**src/rtl/syncrx_pkg.sv**
```systemverilog
package syncrx_pkg;

    localparam int CHAR_W  = 8;
    localparam int SEL_W   = 2;
    localparam int MIN_LEN = 5;
    localparam int LEN_W   = $clog2(CHAR_W + 1);

    typedef enum logic [1:0] {
        FR_HUNT   = 2'd0,
        FR_VERIFY = 2'd1,
        FR_LOCKED = 2'd2
    } fr_state_e;

    typedef struct packed {
        logic [CHAR_W-1:0] data;
        logic              syn_seen;
        logic              dle_seen;
    } rx_item_t;

    function automatic logic [LEN_W-1:0] char_bits(input logic [SEL_W-1:0] sel);
        return LEN_W'(MIN_LEN) + LEN_W'(sel);
    endfunction

    function automatic logic [CHAR_W-1:0] len_mask(input logic [LEN_W-1:0] len);
        logic [CHAR_W-1:0] m;
        for (int i = 0; i < CHAR_W; i++) begin
            m[i] = (LEN_W'(i) < len);
        end
        return m;
    endfunction

endpackage

```
**src/rtl/syncrx_shift.sv**
```systemverilog
module syncrx_shift
    import syncrx_pkg::*;
#(
    parameter int W  = CHAR_W,
    parameter int LW = LEN_W
) (
    input  logic          clk,
    input  logic          rst,
    input  logic          clr,
    input  logic          bit_en,
    input  logic          rx_bit,
    input  logic [LW-1:0] len,
    output logic [W-1:0]  window,
    output logic          fill_ok
);

    logic [W-1:0]  sh_q;
    logic [W-1:0]  sh_next;
    logic [LW-1:0] fill_q;
    logic [LW-1:0] sh_amt;

    // newest bit enters at the top; oldest sits at the bottom
    assign sh_next = {rx_bit, sh_q[W-1:1]};
    assign sh_amt  = LW'(W) - len;
    assign window  = sh_next >> sh_amt;
    assign fill_ok = (fill_q >= (len - LW'(1)));

    always_ff @(posedge clk) begin
        if (rst) begin
            sh_q   <= '0;
            fill_q <= '0;
        end else begin
            if (bit_en) begin
                sh_q <= sh_next;
            end
            if (clr) begin
                fill_q <= '0;
            end else if (bit_en && (fill_q != LW'(W))) begin
                fill_q <= fill_q + LW'(1);
            end
        end
    end

endmodule

```
**src/rtl/syncrx_framer.sv**
```systemverilog
module syncrx_framer
    import syncrx_pkg::*;
#(
    parameter int W  = CHAR_W,
    parameter int LW = LEN_W
) (
    input  logic          clk,
    input  logic          rst,
    input  logic          enable,
    input  logic          bit_en,
    input  logic [W-1:0]  window,
    input  logic          fill_ok,
    input  logic [W-1:0]  syn_m,
    input  logic [LW-1:0] len,
    output logic          locked,
    output logic          char_strobe
);

    fr_state_e     state_q, state_d;
    logic [LW-1:0] cnt_q, cnt_d;
    logic          done;
    logic          is_syn;

    assign done   = (cnt_q == (len - LW'(1)));
    assign is_syn = (window == syn_m);
    assign locked = (state_q == FR_LOCKED);

    always_comb begin
        state_d     = state_q;
        cnt_d       = cnt_q;
        char_strobe = 1'b0;
        if (!enable) begin
            state_d = FR_HUNT;
            cnt_d   = '0;
        end else if (bit_en) begin
            unique case (state_q)
                FR_HUNT: begin
                    if (fill_ok && is_syn) begin
                        state_d = FR_VERIFY;
                        cnt_d   = '0;
                    end
                end
                FR_VERIFY: begin
                    if (done) begin
                        state_d = is_syn ? FR_LOCKED : FR_HUNT;
                        cnt_d   = '0;
                    end else begin
                        cnt_d = cnt_q + LW'(1);
                    end
                end
                FR_LOCKED: begin
                    if (done) begin
                        char_strobe = 1'b1;
                        cnt_d       = '0;
                    end else begin
                        cnt_d = cnt_q + LW'(1);
                    end
                end
                default: begin
                    state_d = FR_HUNT;
                    cnt_d   = '0;
                end
            endcase
        end
    end

    always_ff @(posedge clk) begin
        if (rst) begin
            state_q <= FR_HUNT;
            cnt_q   <= '0;
        end else begin
            state_q <= state_d;
            cnt_q   <= cnt_d;
        end
    end

endmodule

```
**src/rtl/syncrx_filter.sv**
```systemverilog
module syncrx_filter
    import syncrx_pkg::*;
#(
    parameter int W = CHAR_W
) (
    input  logic         clk,
    input  logic         rst,
    input  logic         enable,
    input  logic         char_strobe,
    input  logic [W-1:0] char_val,
    input  logic [W-1:0] syn_m,
    input  logic [W-1:0] dle_m,
    input  logic         syn_strip,
    input  logic         dle_strip,
    output logic         deliver,
    output rx_item_t     item
);

    logic after_dle_q;
    logic pend_syn_q;
    logic pend_dle_q;
    logic is_syn, is_dle, xpar;
    logic drop, drop_syn, drop_dle, attach;

    assign is_syn = (char_val == syn_m);
    assign is_dle = (char_val == dle_m);
    assign xpar   = syn_strip & dle_strip;

    always_comb begin
        if (xpar) begin
            drop_syn = after_dle_q & is_syn;
            drop_dle = ~after_dle_q & is_dle;
            attach   = 1'b1;
        end else begin
            drop_syn = syn_strip & is_syn;
            drop_dle = dle_strip & is_dle;
            attach   = ~(is_syn | is_dle);
        end
        drop          = drop_syn | drop_dle;
        deliver       = char_strobe & ~drop;
        item.data     = char_val;
        item.syn_seen = pend_syn_q & attach;
        item.dle_seen = pend_dle_q & attach;
    end

    always_ff @(posedge clk) begin
        if (rst || !enable) begin
            after_dle_q <= 1'b0;
            pend_syn_q  <= 1'b0;
            pend_dle_q  <= 1'b0;
        end else if (char_strobe) begin
            after_dle_q <= drop_dle & xpar;
            if (drop_syn) begin
                pend_syn_q <= 1'b1;
            end
            if (drop_dle) begin
                pend_dle_q <= 1'b1;
            end
            if (!drop && attach) begin
                pend_syn_q <= 1'b0;
                pend_dle_q <= 1'b0;
            end
        end
    end

endmodule

```
**src/rtl/syncrx_hold.sv**
```systemverilog
module syncrx_hold
    import syncrx_pkg::*;
#(
    parameter int W = CHAR_W
) (
    input  logic         clk,
    input  logic         rst,
    input  logic         deliver,
    input  rx_item_t     item,
    input  logic         rd_strobe,
    output logic [W-1:0] rx_data,
    output logic         data_rdy,
    output logic         overrun,
    output logic         syn_seen,
    output logic         dle_seen
);

    rx_item_t held_q;
    logic     full_q;
    logic     ovr_q;
    logic     busy;

    assign busy = full_q & ~rd_strobe;

    always_ff @(posedge clk) begin
        if (rst) begin
            held_q <= '0;
            full_q <= 1'b0;
            ovr_q  <= 1'b0;
        end else begin
            if (rd_strobe) begin
                full_q <= 1'b0;
                ovr_q  <= 1'b0;
            end
            if (deliver) begin
                if (busy) begin
                    ovr_q <= 1'b1;
                end else begin
                    held_q <= item;
                    full_q <= 1'b1;
                end
            end
        end
    end

    assign rx_data  = held_q.data;
    assign syn_seen = held_q.syn_seen;
    assign dle_seen = held_q.dle_seen;
    assign data_rdy = full_q;
    assign overrun  = ovr_q;

endmodule

```
**src/rtl/sync_char_rx.sv**
```systemverilog
module sync_char_rx
    import syncrx_pkg::*;
(
    input  logic              clk,
    input  logic              rst,
    input  logic              bit_en,
    input  logic              rx_bit,
    input  logic              rx_enable,
    input  logic              syn_strip,
    input  logic              dle_strip,
    input  logic [SEL_W-1:0]  char_len,
    input  logic [CHAR_W-1:0] syn_code,
    input  logic [CHAR_W-1:0] dle_code,
    input  logic              rd_strobe,
    output logic [CHAR_W-1:0] rx_data,
    output logic              data_rdy,
    output logic              overrun,
    output logic              syn_seen,
    output logic              dle_seen,
    output logic              sync_locked
);

    logic [LEN_W-1:0]  len;
    logic [CHAR_W-1:0] mask;
    logic [CHAR_W-1:0] syn_m, dle_m;
    logic [CHAR_W-1:0] window;
    logic              fill_ok;
    logic              char_strobe;
    logic              deliver;
    rx_item_t          item;

    assign len   = char_bits(char_len);
    assign mask  = len_mask(len);
    assign syn_m = syn_code & mask;
    assign dle_m = dle_code & mask;

    syncrx_shift #(.W(CHAR_W), .LW(LEN_W)) u_shift (
        .clk     (clk),
        .rst     (rst),
        .clr     (~rx_enable),
        .bit_en  (bit_en),
        .rx_bit  (rx_bit),
        .len     (len),
        .window  (window),
        .fill_ok (fill_ok)
    );

    syncrx_framer #(.W(CHAR_W), .LW(LEN_W)) u_framer (
        .clk         (clk),
        .rst         (rst),
        .enable      (rx_enable),
        .bit_en      (bit_en),
        .window      (window),
        .fill_ok     (fill_ok),
        .syn_m       (syn_m),
        .len         (len),
        .locked      (sync_locked),
        .char_strobe (char_strobe)
    );

    syncrx_filter #(.W(CHAR_W)) u_filter (
        .clk         (clk),
        .rst         (rst),
        .enable      (rx_enable),
        .char_strobe (char_strobe),
        .char_val    (window),
        .syn_m       (syn_m),
        .dle_m       (dle_m),
        .syn_strip   (syn_strip),
        .dle_strip   (dle_strip),
        .deliver     (deliver),
        .item        (item)
    );

    syncrx_hold #(.W(CHAR_W)) u_hold (
        .clk       (clk),
        .rst       (rst),
        .deliver   (deliver),
        .item      (item),
        .rd_strobe (rd_strobe),
        .rx_data   (rx_data),
        .data_rdy  (data_rdy),
        .overrun   (overrun),
        .syn_seen  (syn_seen),
        .dle_seen  (dle_seen)
    );

endmodule

```
**config.mk**
```make
export PLATFORM = sky130hd
export DESIGN_NAME = sync_char_rx
export DESIGN_NICKNAME = d
export VERILOG_FILES = /design/src/rtl/syncrx_pkg.sv /design/src/rtl/syncrx_shift.sv /design/src/rtl/syncrx_framer.sv /design/src/rtl/syncrx_filter.sv /design/src/rtl/syncrx_hold.sv /design/src/rtl/sync_char_rx.sv
export SDC_FILE = /design/constraint.sdc
export NUM_CORES = 1
export LEC_CHECK = 0
export ABC_AREA = 1
export ABC_CLOCK_PERIOD_IN_PS = 2950
export BUFFER_PORTS_ARGS = -buffer_cell sky130_fd_sc_hd__buf_2
export CORE_ASPECT_RATIO = 0.5
export CORE_UTILIZATION = 25
export DETAILED_ROUTE_END_ITERATION = 10
export SLEW_MARGIN = 20
export SYNTH_ARGS = -nofsm -noshare
export SYNTH_HDL_FRONTEND = slang
export SYNTH_HIERARCHICAL = 1
export SYNTH_SLANG_ARGS = --single-unit
export TNS_END_PERCENT = 10
```
**constraint.sdc**
```tcl
create_clock -name clk -period 2.95 [get_ports clk]
set_clock_uncertainty 0.1 [all_clocks]
set_input_delay 0.1475 -clock clk [delete_from_list [all_inputs] [get_ports clk]]
set_output_delay 0.1475 -clock clk [all_outputs]
set_load 0.05 [all_outputs]
```
# After elaboration in Yosys (flattened, before gate mapping)

Cells that the tools add are included.

$add $sub $neg: 5
Magnitude comparators: 9
Equal/unequal tests: 8
Shift operators: 1
Mux-type cells: 24
Bitwise operators: 21
Reduce and logical (&&, ||, !) cells: 16

Operators by type and width:

| kind                | count |
|---|---|
| $mux 1              | 17 |
| $and 8x8->8         | 2 |
| $eq 8x8->1          | 2 |
| $lt 3x4->1 const A  | 4 |
| $and 1x1->1         | 10 |
| $add 4x1->4 const B | 2 |
| $lt 1x4->1 const A  | 2 |
| $lt 2x4->1 const A  | 2 |
| $mux 4              | 2 |
| $pmux 4 s2          | 1 |
| $reduce_and 2->1    | 4 |
| $shr 8x4->8         | 1 |
| $not 1->1           | 7 |
| $mux 2              | 3 |
| $pmux 2 s3          | 1 |
| $add 3x2->4 const A | 1 |
| $eq 4x4->1          | 1 |
| $ge 4x4->1          | 1 |
| $ne 2x1->1 const B  | 2 |
| $ne 4x4->1 const B  | 1 |
| $reduce_and 4->1    | 1 |
| $reduce_bool 2->1   | 2 |
| $reduce_or 2->1     | 2 |
| $sub 4x1->4 const B | 1 |
| 8 further kinds     | 12 |

Bits in registers: 33
Output and inout port bits: 13
Logic and storage cells: 96

# Longest topological paths before layout

Gate-level depths: netlist of the first run.

Depth after elaboration: 11
Depth in mapped cells: 25

# Cells and area by module

The synthesis of the first run kept the hierarchy.

Modules (own cells, without submodules):

| module        | times used | cells each | area an instance (um2) |
|---|---|---|---|
| syncrx_shift  | 1          | 142        | 930.9 |
| syncrx_framer | 1          | 116        | 694.4 |
| syncrx_hold   | 1          | 76         | 576.8 |
| syncrx_filter | 1          | 85         | 518.0 |
| sync_char_rx  | 1          | 22         | 108.9 |

# Least setup slack after synthesis of the first run

No wires, ideal clock.

Path kind: input-to-reg
From: input port char_len[0]
To: register u_hold.held_q (netlist bit u_hold/dle_seen)
Setup time: 117 ps
Arrival time: 2525 ps
Required time: 2733 ps
Setup slack: 208 ps
Stages on the path: 20
Buffers on the path: 4
Cells stage by stage: inv_1 > buf_6 > inv_4 > buf_12 > ha_1 > buf_2 > inv_2 > nand3_2 > nand2_1 > nor2_1 > nor2_1 > xnor2_1 > nand2_1 > nor2_1 > nand2_2 > nor2_4 > nor2_2 > buf_4 > a21oi_1 > nor2_2

Cells in the longest elaborated chain, start to end: 10
Elaborated cells on any way between the ends: 35
Classes of those cells: 3 x add/sub; 8 x order compare; 3 x eq/ne; 1 x shift; 7 x mux; 12 x bitwise; 1 x reduce/logical

RTL lines:

| element                        | line                                     | source |
|---|---|---|
| from (decl)                    | sync_char_rx.sv:11                       | `input logic [SEL_W-1:0] char_len,` |
| $add 3x2->4 *                  | syncrx_pkg.sv:21                         | `return LEN_W'(MIN_LEN) + LEN_W'(sel);` |
| $sub 4x4->4 *                  | syncrx_shift.sv:24                       | `assign sh_amt = LW'(W) - len;` |
| $shr 8x4->8 *                  | syncrx_shift.sv:25                       | `assign window = sh_next >> sh_amt;` |
| net window[0]                  | sync_char_rx.sv:26                       | `logic [CHAR_W-1:0] window;` |
| $eq 8x8->1 (on tied branches)  | syncrx_filter.sv:25, syncrx_filter.sv:26 |  |
| $and 1x1->1 (on tied branches) | --                                       |  |
| $mux 1                         | syncrx_filter.sv:30                      | `if (xpar) begin` |
| $or 1x1->1 *                   | syncrx_filter.sv:39                      | `drop = drop_syn \| drop_dle;` |
| $not 1->1 *                    | syncrx_filter.sv:40                      | `deliver = char_strobe & ~drop;` |
| $and 1x1->1 *                  | syncrx_filter.sv:40                      |  |
| net deliver                    | sync_char_rx.sv:29                       | `logic deliver;` |
| $reduce_and 2->1 (no line) *   | --                                       |  |
| to (signal assigned)           | syncrx_hold.sv:39                        | `held_q <= item;` |
| to (decl)                      | syncrx_hold.sv:18                        | `rx_item_t held_q;` |

The timed path passes the listed nets; every way through them passes the cells marked *.
A chain may end at the register's enable or synchronous reset.

# Worst setup path after layout of the first run

From: input port char_len[0]
To: register u_hold.held_q (netlist bit u_hold/rx_data[3])

Cells in the longest elaborated chain, start to end: 10
Elaborated cells on any way between the ends: 31
Classes of those cells: 3 x add/sub; 8 x order compare; 3 x eq/ne; 1 x shift; 6 x mux; 9 x bitwise; 1 x reduce/logical

RTL lines:

| element                        | line                                     | source |
|---|---|---|
| $add 3x2->4 *                  | syncrx_pkg.sv:21                         |  |
| net len[0]                     | sync_char_rx.sv:23                       | `logic [LEN_W-1:0] len;` |
| $sub 4x4->4 *                  | syncrx_shift.sv:24                       |  |
| $shr 8x4->8 *                  | syncrx_shift.sv:25                       |  |
| net window[3]                  | sync_char_rx.sv:26                       |  |
| $eq 8x8->1 (on tied branches)  | syncrx_filter.sv:25, syncrx_filter.sv:26 |  |
| $and 1x1->1 (on tied branches) | --                                       |  |
| $mux 1                         | syncrx_filter.sv:30                      |  |
| $or 1x1->1 *                   | syncrx_filter.sv:39                      |  |
| $not 1->1 *                    | syncrx_filter.sv:40                      |  |
| $and 1x1->1 *                  | syncrx_filter.sv:40                      |  |
| net deliver                    | sync_char_rx.sv:29                       |  |
| $reduce_and 2->1 (no line) *   | --                                       |  |

Marked as above.

==> impl_metrics.py, run 1 <==
metrics = {
    "place": {
        "port_buffers": 38,
        "detailedPlacementHpwl_um": 5170,
        "dpl.cell_count": 623,
        "gp_congestion": 0.841,
    },
    "pwr": {
        "power_per_cell_area_mw_per_mm2": 398,
        "irDropWorstVdd_mv": 0.236,
        "p_total_uw": 1330,
        "leakagePower_uw": 0.00163,
    },
    "timing": {
        "period_needed_ps": 2650,
        "setup_viol": 0,
        "slew_viol_final": 0,
        "fmax_ghz": 0.378,
        "rsz0062_at_grt": "no",
        "finalHoldViolCount": 0,
        "fin_hold_ws_ps": 46.2,
        "min_period_over_period_pct": 89.7,
        "tightestPinTransition_ps": 412,
        "tns_ps": 0,
        "slew_headroom_pct": 72.5,
    },
    "worst_setup_path": {
        "rrSetupSlack_ps": 700,
        "regToRegStartpoint": "u_shift/sh_q[7]",
        "slowest_stage": "ha_1",
        "critical_path_class": "input pin to flop",
        "path_buf_inv": 5,
        "slowest_delay_ps": 340,
        "start_kind": "input pin",
        "rr_endpoint": "u_hold/rx_data[3]",
        "required_ps": 3020,
        "critical_path.top_delay_family": "simple AND/OR/NAND/NOR gates",
        "cp_max_fo": 17,
        "end_kind": "flop",
        "critPathMostFrequentCell": "nor2_2",
        "rr_worst_depth": 15,
        "path_cells": "buf_2, inv_1, ha_1, inv_1, ha_1, buf_4, nor2_1, o21ai_1, nor2_1, xnor2_1, nand2_1, nor2_2, nand3_2, nand2_1, nor2_2, buf_4, a21oi_1, nor2_2",
        "cp_data_arrival_time_ps": 2720,
    },
    "cells_and_area": {
        "multi_input_area_sq_mm": 0.00172,
        "area_growth_pct": 17.7,
        "num-nets-final": 526,
        "antenna_cells": 0,
        "seqCellArea_sq_um": 641,
        "layout-drive-gt1-share_pct": 22.6,
        "fillCellCount": 1220,
        "fin_cells": 631,
    },
    "grt": {
        "grt_pass1_wl_um": 10800,
        "grtUsageMet2_pct": 19.2,
        "top_usage_layer": "met2",
        "met1_usage_pct": 13.9,
        "first_global_vias": 2403,
        "grt_max_degree": 24,
        "grt.total_usage_pct": 11.4,
        "antenna_found_initial": 0,
        "gr-total-overflow": 0,
        "grtUsageMet3_pct": 2.49,
    },
    "die": {
        "io_pins": 39,
        "die_h_um": 77.2,
        "die_w_um": 152,
        "fp.dieArea_sq_mm": 0.0118,
        "core_sq_mm": 0.0110,
        "start_util_pct": 25.7,
        "num_rows": 27,
    },
    "routing": {
        "postRouteAntennaNets": 0,
        "drt_iter0_drc": 86,
        "wirelength_um": 6340,
        "wl_per_cell_um": 10.0,
        "dr.pass1.iters": 6,
        "drcViolationCount": 0,
        "vias": 2570,
        "vias_per_cell": 4.07,
    },
    "logic_synthesis": {
        "synth_area_leader_cell": "dfxtp_1",
        "synth_area_sq_mm": 0.00283,
        "synth-seq-cells": 32,
        "synth_nets": 482,
        "yosysWarnings": 6,
        "avgSynthCellArea_sq_um": 6.41,
        "synth.top_cell.area_share_pct": 22.6,
        "synthCells": 441,
        "ys_top_cells_by_area": "dfxtp_1 23%, nand2_1 14%, inv_1 10%, ha_1 6.6%, nor2_1 6.0%",
        "synth_seq_area_share_pct": 22.6,
        "synth.distinct_cells": 31,
    },
    "clocking": {
        "cts_buffers": 5,
        "hold_buffers": 0,
        "cts_sinks": 32,
        "root_buffer": "clkbuf_16",
        "cts_buffer_depth": 2,
        "post_cts_buffers": 0,
        "clk_latency_ps": 280,
        "cts_max_level": 2,
        "post_cts_resize_count": 0,
        "cts_tree": "built",
        "clkTransAtPathRegs_ps": 50,
    },
    "worst_hold_path": {
        "hold_end": "u_hold/overrun",
        "worstHoldStart": "rd_strobe",
        "hold_depth": 4,
        "hold_class": "input pin to flop",
    },
    "run": {
        "cap_violations": 0,
    },
    "outcome": {
        "outcome": "finished clean",
    },
}
-- metrics by stage --
stage / worst slack (ps) / instance area, sq um / utilization [%]
CTS: 288 / 3330 / 30.2
global placement: 52.1 / 3180 / 28.9
finish: 303 / 3330 / 30.2
floorplan: 208 / 2830 / -
global route: 67.2 / 3330 / 30.2
detailed placement: 0.754 / 3180 / 28.9
-- area by class of cell --
type	instances	share of cell area, %
clock buffers	6	4.17
clock inverters	2	0.301
inverters	83	9.43
multi-input cells	307	51.6
flip-flops and latches	32	19.2
well taps	145	5.45
repair buffers	56	9.77
-- cell families (layout without fill, tap and decap cells) --
logic type	Yosys count	in the layout	share of synthesized area, %
XOR/XNOR	25	25	8.01
flip-flops	32	32	22.6
adder cells (fa/ha/maj)	15	15	6.63
AND/OR/NAND/NOR	225	225	38.2
AO/OA/AOI/OAI	42	42	7.96
buffers and inverters	102	147	16.6
-- state kept, by name, indices dropped and copies added (netlist names), 2 cells and up --
name / flops
u_shift/sh_q: 7
u_hold/rx_data: 8
u_framer/cnt_q: 4
u_framer/state_q: 2
u_shift/fill_q: 4
-- worst register-to-register path: stages, from the launching register on --
cell and delay (ps):
dfxtp_1 330, inv_1 90, nand2_1 100, nand3_1 80, nand2_1 60, nor2_1 50
nor2_1 290, xnor2_1 160, nand2_1 80, nor2_2 130, nand3_2 100, nand2_1 90
nor2_2 40, buf_4 190, a21oi_1 200, nor2_2 50
-- power by group --
part	switching, uW	internal [uW]
Clock	182	332
Sequential	5.14	440
Combinational	215	150
-- Yosys cell counts --
library cell and n:
buf_4 9, a21oi_2 2, nand2_1 106, nor2_8 1, a21oi_1 24, ha_1 15
clkinv_1 1, nand3b_1 1, o21ai_1 7, buf_2 3, nand2_4 5, nor2_4 2
o21ai_0 6, xnor2_1 19, inv_4 1, nor2_1 45, nand3_2 10, buf_12 1
nand4_1 4, inv_1 78, nand3_1 30, a21boi_1 2, nor2_2 11, o211ai_1 1
dfxtp_1 32, xor2_2 1, nand2_2 10, clkbuf_1 2, buf_6 4, xor2_1 5
inv_2 3
-- cells in the final DEF (no fill, tap or decap), types with 2 or more instances in the layout --
cell	netlist	routed
a21oi_2	2	2
nand3_2	10	10
nand2_2	10	10
ha_1	15	15
buf_4	9	18
dfxtp_1	32	32
inv_1	78	78
nand2_4	5	5
nor2_2	11	11
o21ai_1	7	7
xor2_1	5	5
nor2_4	2	2
a21oi_1	24	24
o21ai_0	6	6
clkinv_2	0	2
clkbuf_16	0	5
nand2_1	106	106
xnor2_1	19	19
nor2_1	45	45
a21boi_1	2	2
nand4_1	4	4
nand3_1	30	30
inv_2	3	3
buf_2	3	38
-- worst max path at each step --
stage	depth (start not counted)	slack [ps]	start	to
CTS	18	290	char_len[1]	u_hold/rx_data[6]
detailed placement	18	0.8	char_len[1]	u_hold/rx_data[6]
finish	18	300	char_len[0]	u_hold/rx_data[3]
global placement	18	50	char_len[0]	u_hold/syn_seen
global route	20	70	char_len[0]	u_framer/cnt_q[1]
floorplan	20	210	char_len[0]	u_hold/dle_seen
-- per-layer routing --
metal,vias to the layer above,share of wire (%)
met1,1112,50
li1,1420,-
met4,0,2.5
met5,-,0
met2,27,44
met3,11,2.5
No activity file was read; power rests on OpenSTA's default activity.
==> inputs of run 2 (changes only) <==
Settings changed: CELL_PAD_IN_SITES_DETAIL_PLACEMENT from default to 0, CELL_PAD_IN_SITES_GLOBAL_PLACEMENT from default to 1, CORE_UTILIZATION 25 to 37, PLACE_DENSITY_LB_ADDON from default to 0.1.
==> impl_metrics.py, run 2 (same netlist as run 1, synthesis figures left out) <==
metrics = {
    "worst_setup_path": {
        "start_kind": "input pin",
        "required_ps": 3020,
        "cp_max_fo": 23,
        "critical_path_class": "input pin to flop",
        "end_kind": "flop",
        "cp_data_arrival_time_ps": 2680,
    },
    "routing": {
        "met2_length_um": 2670,
        "wl_per_cell_um": 10.8,
        "wirelength_met1_um": 3210,
        "postRouteAntennaNets": 0,
        "routed.top_layer": "met4",
        "dr.pass1.iters": 10,
        "route.met3.wl_um": 268,
        "drt_iter0_drc": 107,
        "wirelength_um": 6200,
        "vias": 2591,
        "drcViolationCount": 6,
        "vias_per_cell": 4.49,
    },
    "pwr": {
        "power_per_cell_area_mw_per_mm2": 405,
        "leakagePower_uw": 0.00161,
        "irDropWorstVdd_mv": 0.219,
    },
    "timing": {
        "tightestPinTransition_ps": 424,
        "finalHoldViolCount": 0,
        "setup_viol": 0,
        "fin_ws_ps": 347,
        "period_needed_ps": 2600,
        "min_period_over_period_pct": 88.2,
        "slew_viol_final": 0,
        "slew_headroom_pct": 71.6,
        "rsz0062_at_grt": "no",
        "tns_ps": 0,
        "fmax_ghz": 0.384,
    },
    "cells_and_area": {
        "layout.cells.most_common": "nand2_1",
        "antenna_cells": 0,
        "num-nets-final": 521,
        "layout-drive-gt1-share_pct": 22.0,
        "area_growth_pct": 14.7,
        "largest_reg_flops": 8,
        "stdcell_area_sq_mm": 0.00325,
        "layout_common_cells": "106 x nand2_1, 78 x inv_1, 44 x nor2_1, 38 x buf_2, 32 x dfxtp_1",
        "multi_input_area_sq_mm": 0.00172,
        "fillCellCount": 770,
        "seqCellArea_sq_um": 641,
    },
    "clocking": {
        "cts_tree": "built",
        "cts_buffer_depth": 2,
        "post_cts_resize_count": 0,
        "post_cts_buffers": 0,
        "root_buffer": "clkbuf_16",
        "clk_latency_ps": 280,
        "cts_max_level": 2,
        "cts_buffers": 5,
        "cts_sinks": 32,
        "hold_buffers": 0,
        "clkTransAtPathRegs_ps": 50,
    },
    "die": {
        "io_pins": 39,
        "die_w_um": 126,
        "start_util_pct": 38.3,
        "fp.dieArea_sq_mm": 0.00802,
        "num_rows": 22,
        "core_sq_mm": 0.00738,
        "die_h_um": 63.8,
    },
    "outcome": {
        "outcome": "complete, but fails checks",
        "violations": "design-rule violations",
    },
    "worst_hold_path": {
        "hold_class": "input pin to flop",
    },
    "place": {
        "port_buffers": 38,
        "place_area_sq_mm": 0.00309,
        "gp_congestion": 0.861,
        "place_ws_ps": 9.78,
        "detailedPlacementHpwl_um": 5100,
    },
    "grt": {
        "antenna_found_initial": 0,
        "grt_pass1_wl_um": 10700,
        "grt.total_usage_pct": 17.2,
        "first_global_vias": 2366,
        "grt_max_degree": 25,
        "gr-total-overflow": 0,
    },
    "run": {
        "cap_violations": 0,
    },
}
-- run 2: cell types whose count changed in the layout (fill, tap and decap cells not counted), sizes merged --
cell  delta
buf      -5
-- run 2: path summary, 6_finish.rpt --
kind / start / to / slack [ps] / cells after the start
worst min register to register: u_hold/overrun / u_hold/overrun / 370 / 2
worst min-delay path: rd_strobe / u_hold/overrun / 40 / 4
worst max register to register: u_shift/sh_q[6] / u_hold/overrun / 750 / 20
worst max-delay path: char_len[0] / u_hold/overrun / 350 / 23
-- run 2: worst max-delay path: stages --
cell	delay (ps)
buf_2	90
inv_1	50
ha_1	290
inv_1	50
ha_1	350
inv_2	160
nand3_1	100
nand2_1	90
nand2_1	50
nand2_1	60
nor2_1	40
buf_4	150
xnor2_1	170
nand2_1	80
nor2_2	130
nand3_2	90
nand2_1	80
nor2_2	50
buf_12	150
nand2_1	70
inv_1	30
o21ai_0	130
inv_1	50
-- run 2: layer usage --
layer | GRT usage [%] | vias to the layer above
met1 | 23.1 | 1139
li1 | - | 1408
met5 | 0 | -
met3 | 4.27 | 5
met4 | 5.49 | 0
met2 | 27.0 | 39
-- run 2: layout make-up --
type | count | share of cell area (%)
Clock inverter | 2 | 0.308
Inverter | 83 | 9.68
Multi-Input combinational cell | 307 | 53.0
Tap cell | 96 | 3.70
Clock buffer | 6 | 4.28
Timing Repair Buffer | 51 | 9.25
Sequential cell | 32 | 19.7
-- run 2: where the power goes --
part           switching [uW]  leakage (uW)  total [uW]  internal (uW)
sequential               5.12      0.000259         445            440
clock                     183     0.0000766         515            332
combinational             212       0.00127         355            143
-- run 2: stage by stage --
stage	total power, uW	hold slack, ps	util [%]	instances
after global placement	807	317	41.9	569
after global routing	1410	67.5	44.0	577
after detailed placement	811	321	41.9	569
after floorplan	731	110	-	441
after CTS	1340	24.0	44.0	577
final	1320	37.6	44.0	577
